$ cat config.mk
export PLATFORM = sky130hd
export DESIGN_NAME = ctr_hybrid_mgr
export DESIGN_NICKNAME = d
export VERILOG_FILES = /design/src/rtl/ctr_pkg.sv /design/src/rtl/ctr_flush_timer.sv /design/src/rtl/ctr_max_pick.sv /design/src/rtl/ctr_fast_bank.sv /design/src/rtl/ctr_slow_bank.sv /design/src/rtl/ctr_hybrid_mgr.sv
export SDC_FILE = /design/constraint.sdc
export NUM_CORES = 2
export LEC_CHECK = 0
export CORE_MARGIN = 1
export CORE_UTILIZATION = 31
export CTS_CLUSTER_DIAMETER = 50
export DETAILED_ROUTE_END_ITERATION = 12
export MAX_ROUTING_LAYER = met4
export SKIP_CTS_REPAIR_TIMING = 1
export SKIP_LAST_GASP = 1
export SYNTH_ARGS = -nofsm -noshare
export SYNTH_HDL_FRONTEND = slang
export SYNTH_SLANG_ARGS = --single-unit
$ cat constraint.sdc
create_clock -name clk -period 18.8 [get_ports clk]
set_clock_uncertainty 0.05 [all_clocks]
set_input_delay 4.7 -clock clk [delete_from_list [all_inputs] [get_ports clk]]
set_output_delay 4.7 -clock clk [all_outputs]
set_load 0.1 [all_outputs]
$ cat src/rtl/ctr_pkg.sv
package ctr_pkg;

  // Width of a counter index; a single counter still gets one bit.
  function automatic int idx_bits(input int n);
    return (n > 1) ? $clog2(n) : 1;
  endfunction

endpackage

$ cat src/rtl/ctr_flush_timer.sv
module ctr_flush_timer #(
  parameter int SLOW_DIV = 4
) (
  input  logic clk,
  input  logic rst_n,
  output logic slot_go
);

  localparam int CNT_W = (SLOW_DIV > 1) ? $clog2(SLOW_DIV) : 1;
  localparam logic [CNT_W-1:0] LAST = CNT_W'(SLOW_DIV - 1);

  logic [CNT_W-1:0] cnt_q, cnt_d;

  always_comb begin
    if (cnt_q == LAST) cnt_d = '0;
    else               cnt_d = cnt_q + CNT_W'(1);
  end

  always_ff @(posedge clk or negedge rst_n) begin
    if (!rst_n) cnt_q <= '0;
    else        cnt_q <= cnt_d;
  end

  assign slot_go = (cnt_q == LAST);

  AST_FLUSH_GAP: assert property (@(posedge clk) disable iff (!rst_n)
    slot_go |=> !slot_go);

endmodule

$ cat src/rtl/ctr_max_pick.sv
module ctr_max_pick #(
  parameter int N_CTR  = 16,
  parameter int FAST_W = 4,
  parameter int IDX_W  = 4
) (
  input  logic                    clk,
  input  logic                    rst_n,
  input  logic [N_CTR*FAST_W-1:0] fast_flat,
  output logic [FAST_W-1:0]       best_val,
  output logic [IDX_W-1:0]        best_idx
);

  localparam int LEAVES = 1 << IDX_W;

  // Binary tree; the lower-index side wins on equal values.
  for (genvar l = 0; l <= IDX_W; l++) begin : g_lvl
    localparam int W = LEAVES >> l;
    logic [FAST_W-1:0] v  [W];
    logic [IDX_W-1:0]  ix [W];
    for (genvar k = 0; k < W; k++) begin : g_n
      if (l == 0) begin : g_leaf
        if (k < N_CTR) begin : g_real
          assign v[k] = fast_flat[k*FAST_W +: FAST_W];
        end else begin : g_pad
          assign v[k] = '0;
        end
        assign ix[k] = IDX_W'(k);
      end else begin : g_cmp
        logic take_lo;
        assign take_lo = (g_lvl[l-1].v[2*k] >= g_lvl[l-1].v[2*k+1]);
        assign v[k]    = take_lo ? g_lvl[l-1].v[2*k]  : g_lvl[l-1].v[2*k+1];
        assign ix[k]   = take_lo ? g_lvl[l-1].ix[2*k] : g_lvl[l-1].ix[2*k+1];
      end
    end
  end

  assign best_val = g_lvl[IDX_W].v[0];
  assign best_idx = g_lvl[IDX_W].ix[0];

  always @(posedge clk) begin
    if (rst_n) begin
      for (int k = 0; k < N_CTR; k++) begin
        AST_PICK_MAX: assert (fast_flat[k*FAST_W +: FAST_W] <= best_val);
        if (k < int'(best_idx)) begin
          AST_PICK_LOWEST: assert (fast_flat[k*FAST_W +: FAST_W] < best_val);
        end
      end
    end
  end

endmodule

$ cat src/rtl/ctr_fast_bank.sv
module ctr_fast_bank #(
  parameter int N_CTR  = 16,
  parameter int FAST_W = 4,
  parameter int IDX_W  = 4
) (
  input  logic                    clk,
  input  logic                    rst_n,
  input  logic                    inc_en,
  input  logic [IDX_W-1:0]        inc_idx,
  input  logic                    clr_en,
  input  logic [IDX_W-1:0]        clr_idx,
  input  logic [IDX_W-1:0]        rd_idx,
  output logic [FAST_W-1:0]       rd_fast,
  output logic [N_CTR*FAST_W-1:0] fast_flat,
  output logic                    ovf_sticky
);

  localparam logic [FAST_W-1:0] FAST_MAX = '1;

  logic [FAST_W-1:0] fast_q [N_CTR];
  logic [FAST_W-1:0] fast_d [N_CTR];
  logic              ovf_q, ovf_d, ovf_hit;

  always_comb begin
    ovf_hit = 1'b0;
    for (int i = 0; i < N_CTR; i++) begin
      logic hit_inc, hit_clr;
      hit_inc = inc_en && (inc_idx == IDX_W'(i));
      hit_clr = clr_en && (clr_idx == IDX_W'(i));
      if (hit_clr) begin
        fast_d[i] = hit_inc ? FAST_W'(1) : '0;
      end else if (hit_inc) begin
        if (fast_q[i] == FAST_MAX) begin
          fast_d[i] = fast_q[i];
          ovf_hit   = 1'b1;
        end else begin
          fast_d[i] = fast_q[i] + FAST_W'(1);
        end
      end else begin
        fast_d[i] = fast_q[i];
      end
    end
    ovf_d = ovf_q | ovf_hit;
  end

  always_ff @(posedge clk or negedge rst_n) begin
    if (!rst_n) begin
      for (int i = 0; i < N_CTR; i++) fast_q[i] <= '0;
      ovf_q <= 1'b0;
    end else begin
      for (int i = 0; i < N_CTR; i++) fast_q[i] <= fast_d[i];
      ovf_q <= ovf_d;
    end
  end

  always_comb begin
    rd_fast = '0;
    for (int i = 0; i < N_CTR; i++) begin
      if (rd_idx == IDX_W'(i)) rd_fast = fast_q[i];
    end
  end

  for (genvar g = 0; g < N_CTR; g++) begin : g_flat
    assign fast_flat[g*FAST_W +: FAST_W] = fast_q[g];
  end

  assign ovf_sticky = ovf_q;

  AST_FLUSH_CLEARS: assert property (@(posedge clk) disable iff (!rst_n)
    (clr_en && !(inc_en && inc_idx == clr_idx)) |=> (fast_q[$past(clr_idx)] == '0));
  AST_FLUSH_COLLIDE: assert property (@(posedge clk) disable iff (!rst_n)
    (clr_en && inc_en && inc_idx == clr_idx) |=> (fast_q[$past(clr_idx)] == FAST_W'(1)));
  AST_OVF_STICKY: assert property (@(posedge clk) disable iff (!rst_n)
    ovf_q |=> ovf_q);

endmodule

$ cat src/rtl/ctr_slow_bank.sv
module ctr_slow_bank #(
  parameter int N_CTR  = 16,
  parameter int FULL_W = 32,
  parameter int FAST_W = 4,
  parameter int IDX_W  = 4
) (
  input  logic              clk,
  input  logic              rst_n,
  input  logic              wr_en,
  input  logic [IDX_W-1:0]  wr_idx,
  input  logic [FAST_W-1:0] wr_add,
  input  logic [IDX_W-1:0]  rd_idx,
  output logic [FULL_W-1:0] rd_slow
);

  logic [FULL_W-1:0] slow_q [N_CTR];
  logic [FULL_W-1:0] slow_d [N_CTR];

  always_comb begin
    for (int i = 0; i < N_CTR; i++) begin
      if (wr_en && (wr_idx == IDX_W'(i))) slow_d[i] = slow_q[i] + FULL_W'(wr_add);
      else                                slow_d[i] = slow_q[i];
    end
  end

  always_ff @(posedge clk or negedge rst_n) begin
    if (!rst_n) begin
      for (int i = 0; i < N_CTR; i++) slow_q[i] <= '0;
    end else begin
      for (int i = 0; i < N_CTR; i++) slow_q[i] <= slow_d[i];
    end
  end

  always_comb begin
    rd_slow = '0;
    for (int i = 0; i < N_CTR; i++) begin
      if (rd_idx == IDX_W'(i)) rd_slow = slow_q[i];
    end
  end

  AST_BACKING_ADD: assert property (@(posedge clk) disable iff (!rst_n)
    wr_en |=> (slow_q[$past(wr_idx)] == $past(slow_q[wr_idx]) + FULL_W'($past(wr_add))));

endmodule

$ cat src/rtl/ctr_hybrid_mgr.sv
module ctr_hybrid_mgr
  import ctr_pkg::*;
#(
  parameter int N_CTR    = 16,
  parameter int SLOW_DIV = 4,
  parameter int FAST_W   = 4,
  parameter int FULL_W   = 32,
  localparam int IDX_W   = idx_bits(N_CTR)
) (
  input  logic              clk,
  input  logic              rst_n,
  input  logic              upd_en,
  input  logic [IDX_W-1:0]  upd_idx,
  input  logic              rd_en,
  input  logic [IDX_W-1:0]  rd_idx,
  output logic              rd_valid,
  output logic [FULL_W-1:0] rd_data,
  output logic              flush_fire,
  output logic [IDX_W-1:0]  flush_idx,
  output logic              ovf_sticky
);

  logic                    slot_go;
  logic [N_CTR*FAST_W-1:0] fast_flat;
  logic [FAST_W-1:0]       best_val, rd_fast;
  logic [IDX_W-1:0]        best_idx;
  logic [FULL_W-1:0]       rd_slow;
  logic                    rd_valid_q, rd_valid_d;
  logic [FULL_W-1:0]       rd_data_q, rd_data_d;

  ctr_flush_timer #(.SLOW_DIV(SLOW_DIV)) u_timer (
    .clk(clk), .rst_n(rst_n), .slot_go(slot_go)
  );

  ctr_max_pick #(.N_CTR(N_CTR), .FAST_W(FAST_W), .IDX_W(IDX_W)) u_pick (
    .clk(clk), .rst_n(rst_n), .fast_flat(fast_flat),
    .best_val(best_val), .best_idx(best_idx)
  );

  // An empty flush slot is skipped.
  assign flush_fire = slot_go && (best_val != '0);
  assign flush_idx  = best_idx;

  ctr_fast_bank #(.N_CTR(N_CTR), .FAST_W(FAST_W), .IDX_W(IDX_W)) u_fast (
    .clk(clk), .rst_n(rst_n),
    .inc_en(upd_en), .inc_idx(upd_idx),
    .clr_en(flush_fire), .clr_idx(best_idx),
    .rd_idx(rd_idx), .rd_fast(rd_fast),
    .fast_flat(fast_flat), .ovf_sticky(ovf_sticky)
  );

  ctr_slow_bank #(.N_CTR(N_CTR), .FULL_W(FULL_W), .FAST_W(FAST_W), .IDX_W(IDX_W)) u_slow (
    .clk(clk), .rst_n(rst_n),
    .wr_en(flush_fire), .wr_idx(best_idx), .wr_add(best_val),
    .rd_idx(rd_idx), .rd_slow(rd_slow)
  );

  always_comb begin
    rd_valid_d = rd_en;
    rd_data_d  = rd_en ? (rd_slow + FULL_W'(rd_fast)) : rd_data_q;
  end

  always_ff @(posedge clk or negedge rst_n) begin
    if (!rst_n) begin
      rd_valid_q <= 1'b0;
      rd_data_q  <= '0;
    end else begin
      rd_valid_q <= rd_valid_d;
      rd_data_q  <= rd_data_d;
    end
  end

  assign rd_valid = rd_valid_q;
  assign rd_data  = rd_data_q;

  AST_RD_LATENCY: assert property (@(posedge clk) disable iff (!rst_n)
    rd_en |=> rd_valid);
  AST_FLUSH_NONZERO: assert property (@(posedge clk) disable iff (!rst_n)
    flush_fire |-> (fast_flat[int'(flush_idx)*FAST_W +: FAST_W] != '0));
  AST_FLUSH_IN_SLOT: assert property (@(posedge clk) disable iff (!rst_n)
    flush_fire |=> !flush_fire);

endmodule

==> reports/qor.yml <==
dp_hpwl_mm: 83.0
fill_cells: 12100
fin_nets: 4100
grt_usage: 0.193
clock_sinks: 612
path_common_cell: "a21o_1"
ant_nets: 0
synthesis.nets: 4045
clk_pin_slew_ps: 50
ys_warn_count: 0
vias: 29900
synth-seq-cells: 612
hold_path_startpoint: "u_timer.cnt_q[0]"
syn_avg_cell_area_um2: 9.66
finalWirelength_mm: 115
period_share: 0.788
synth-main-ff-cell: "dfrtp_1"
drv_cap: 0
regToRegSetupSlack_ps: 7820
cts_root_buffer: "clkbuf_16"
die_h_um: 350
rsz0062_at_grt: "no"
tritoncts: "done"
final_common_cell: "dfrtp_1"
r2r-end: "u_slow.slow_q[406]"
grt_overflow: 0
cp.required_ps: 14050
hold_end: "u_timer.cnt_q[0]"
htree_levels: 3
synth_top_cell_by_area: "dfrtp_1"
synth_top_area_frac: 0.409
io_buffers: 50
clock_path_buffers: 3
cts_buffers: 88
grt_max_degree: 176
place_congestion: 0.932
rows: 127
first_pass_iters: 6
synth_edf_count: 0
start_util: 0.313
clk_latency_ps: 650
hold_depth: 1
ys_seq_area_frac: 0.409
critical_path.slowest_cell: "clkdlybuf4s50_1"
crit_path_start_kind: "register"
fmax_mhz: 67.5
viasPerCell: 5.33
slew_viol_final: 0
mostFrequentLayoutCells: "dfrtp_1, nor2_1, xnor2_1"
drive_above_1_share: 0.0985
maxSlewHeadroom: 0.212
hold_viol: 0
hold_path.class: "reg2reg"
critPathMaxStageDelay_ps: 1170
timing.rr.start: "u_fast.fast_flat[0]"
core_um2: 120000
io_pins: 51
syn2layout_area_growth_pct: 14.7
critPathKind: "reg2out"
die-area_um2: 122000
tightest_slew_ps: 1180
fin_tns_setup_ps: 0
crit_path_max_fanout: 16
syn_area_um2: 37500
min_period_ps: 14820
netlist_instances: 3876
wl_per_cell_um: 20.5
report.final.setup_viol: 0
first_iter_violations: 2631
grt_pass1_vias: 29200
cp-end-kind: "output port"
antenna_found_initial: 1
arrival_ps: 10070
ys_async_sr_fraction: 1.00
antennaDiodeCount: 0
synth_cell_type_count: 107
status: "finished clean"
die_w_um: 350
reg2reg_depth: 39
grt_pass1_wl_mm: 179
drc_errors: 0
ys_top_cells_by_area: "dfrtp_1, xnor2_1, ha_1, xor2_1, nor2_1"
worst max-delay path: cells and delay by family, from the launching register on:
| kind | cells | cell delay, ps |
|---|---|---|
| AOI/OAI and AO/OA | 14 | 3850 |
| muxes | 1 | 320 |
| buffers and inverters | 5 | 1890 |
| DFF | 1 | 510 |
| and+or+nand+nor | 8 | 1670 |
| adders and majority gates | 4 | 1190 |
stage by stage:
step / std cells / util / area [um^2] / setup WS [ps] / hold slack (ps)
after global placement: 5453 / 0.332 / 39800 / 4710 / 365
after floorplan: 3876 / - / 37500 / 4570 / 353
after CTS: 5614 / 0.358 / 42900 / 4050 / 382
after global routing: 5614 / 0.358 / 42900 / 3380 / 419
final: 5614 / 0.358 / 42900 / 3980 / 374
after detailed placement: 5453 / 0.332 / 39800 / 4740 / 372
flip-flops by register name, summed over array words and instances (netlist names):
| name | flops |
|---|---|
| u_fast.fast_flat | 64 |
| rd_valid | 1 |
| u_fast.ovf_sticky | 1 |
| rd_data | 32 |
| u_timer.cnt_q | 2 |
| u_slow.slow_q | 512 |
how the worst max path moves through the flow:
stage,from,endpoint,cells after the start
after global routing,u_fast.fast_flat[54],flush_fire,32
after CTS,u_fast.fast_flat[0],flush_fire,31
after floorplan,u_fast.fast_flat[0],flush_fire,32
after global placement,u_fast.fast_flat[0],flush_fire,31
final,u_fast.fast_flat[0],flush_fire,32
after detailed placement,u_fast.fast_flat[0],flush_fire,31
routing by layer:
layer / global-route usage / vias up / share of wire
met1: 0.270 / 14900 / 0.47
met4: 0.0491 / 0 / 0.020
met2: 0.297 / 935 / 0.45
li1: - / 14000 / -
met5: - / - / 0
met3: 0.0230 / 147 / 0.060
area by class of cell:
cell class / count / area [um^2] / share of cell area
Multi-Input combinational cell: 2997 / 21100 / 0.491
Sequential cell: 612 / 15300 / 0.357
Clock buffer: 110 / 2430 / 0.0565
Tap cell: 1612 / 2020 / 0.0470
Timing Repair Buffer: 112 / 980 / 0.0228
Clock inverter: 51 / 691 / 0.0161
Inverter: 120 / 450 / 0.0105
cells in the mapped netlist (17+ instances only):
| cell type | count |
|---|---|
| mux2i_1 | 65 |
| nand3_1 | 181 |
| mux4_2 | 20 |
| o21a_1 | 17 |
| fa_1 | 17 |
| nor2b_1 | 51 |
| a22oi_1 | 27 |
| a211oi_1 | 19 |
| a21o_1 | 56 |
| dfrtp_1 | 612 |
| clkbuf_1 | 78 |
| o221ai_1 | 18 |
| a21oi_1 | 193 |
| nor3_1 | 93 |
| mux2_2 | 77 |
| o21ai_0 | 125 |
| ha_1 | 140 |
| and4_1 | 40 |
| o211ai_1 | 22 |
| nor2_1 | 354 |
| nand2_1 | 345 |
| nand4_1 | 87 |
| xnor2_1 | 350 |
| buf_2 | 50 |
| and3_1 | 97 |
| a222oi_1 | 19 |
| o22ai_1 | 38 |
| inv_1 | 117 |
| xor2_1 | 190 |
| and2_1 | 23 |
| nand2b_1 | 39 |
cell families after synthesis:
group,synth area share
AND/OR/NAND/NOR,0.195
AO/OA/AOI/OAI,0.132
flip-flops,0.409
XOR/XNOR,0.126
buffers and inverters,0.0292
multiplexers,0.0526
adder cells (fa/ha/maj),0.0559
Power is left out: the tool's default activity adds up to more than one toggle a clock period on the data nets, which glitch-free logic cannot reach.
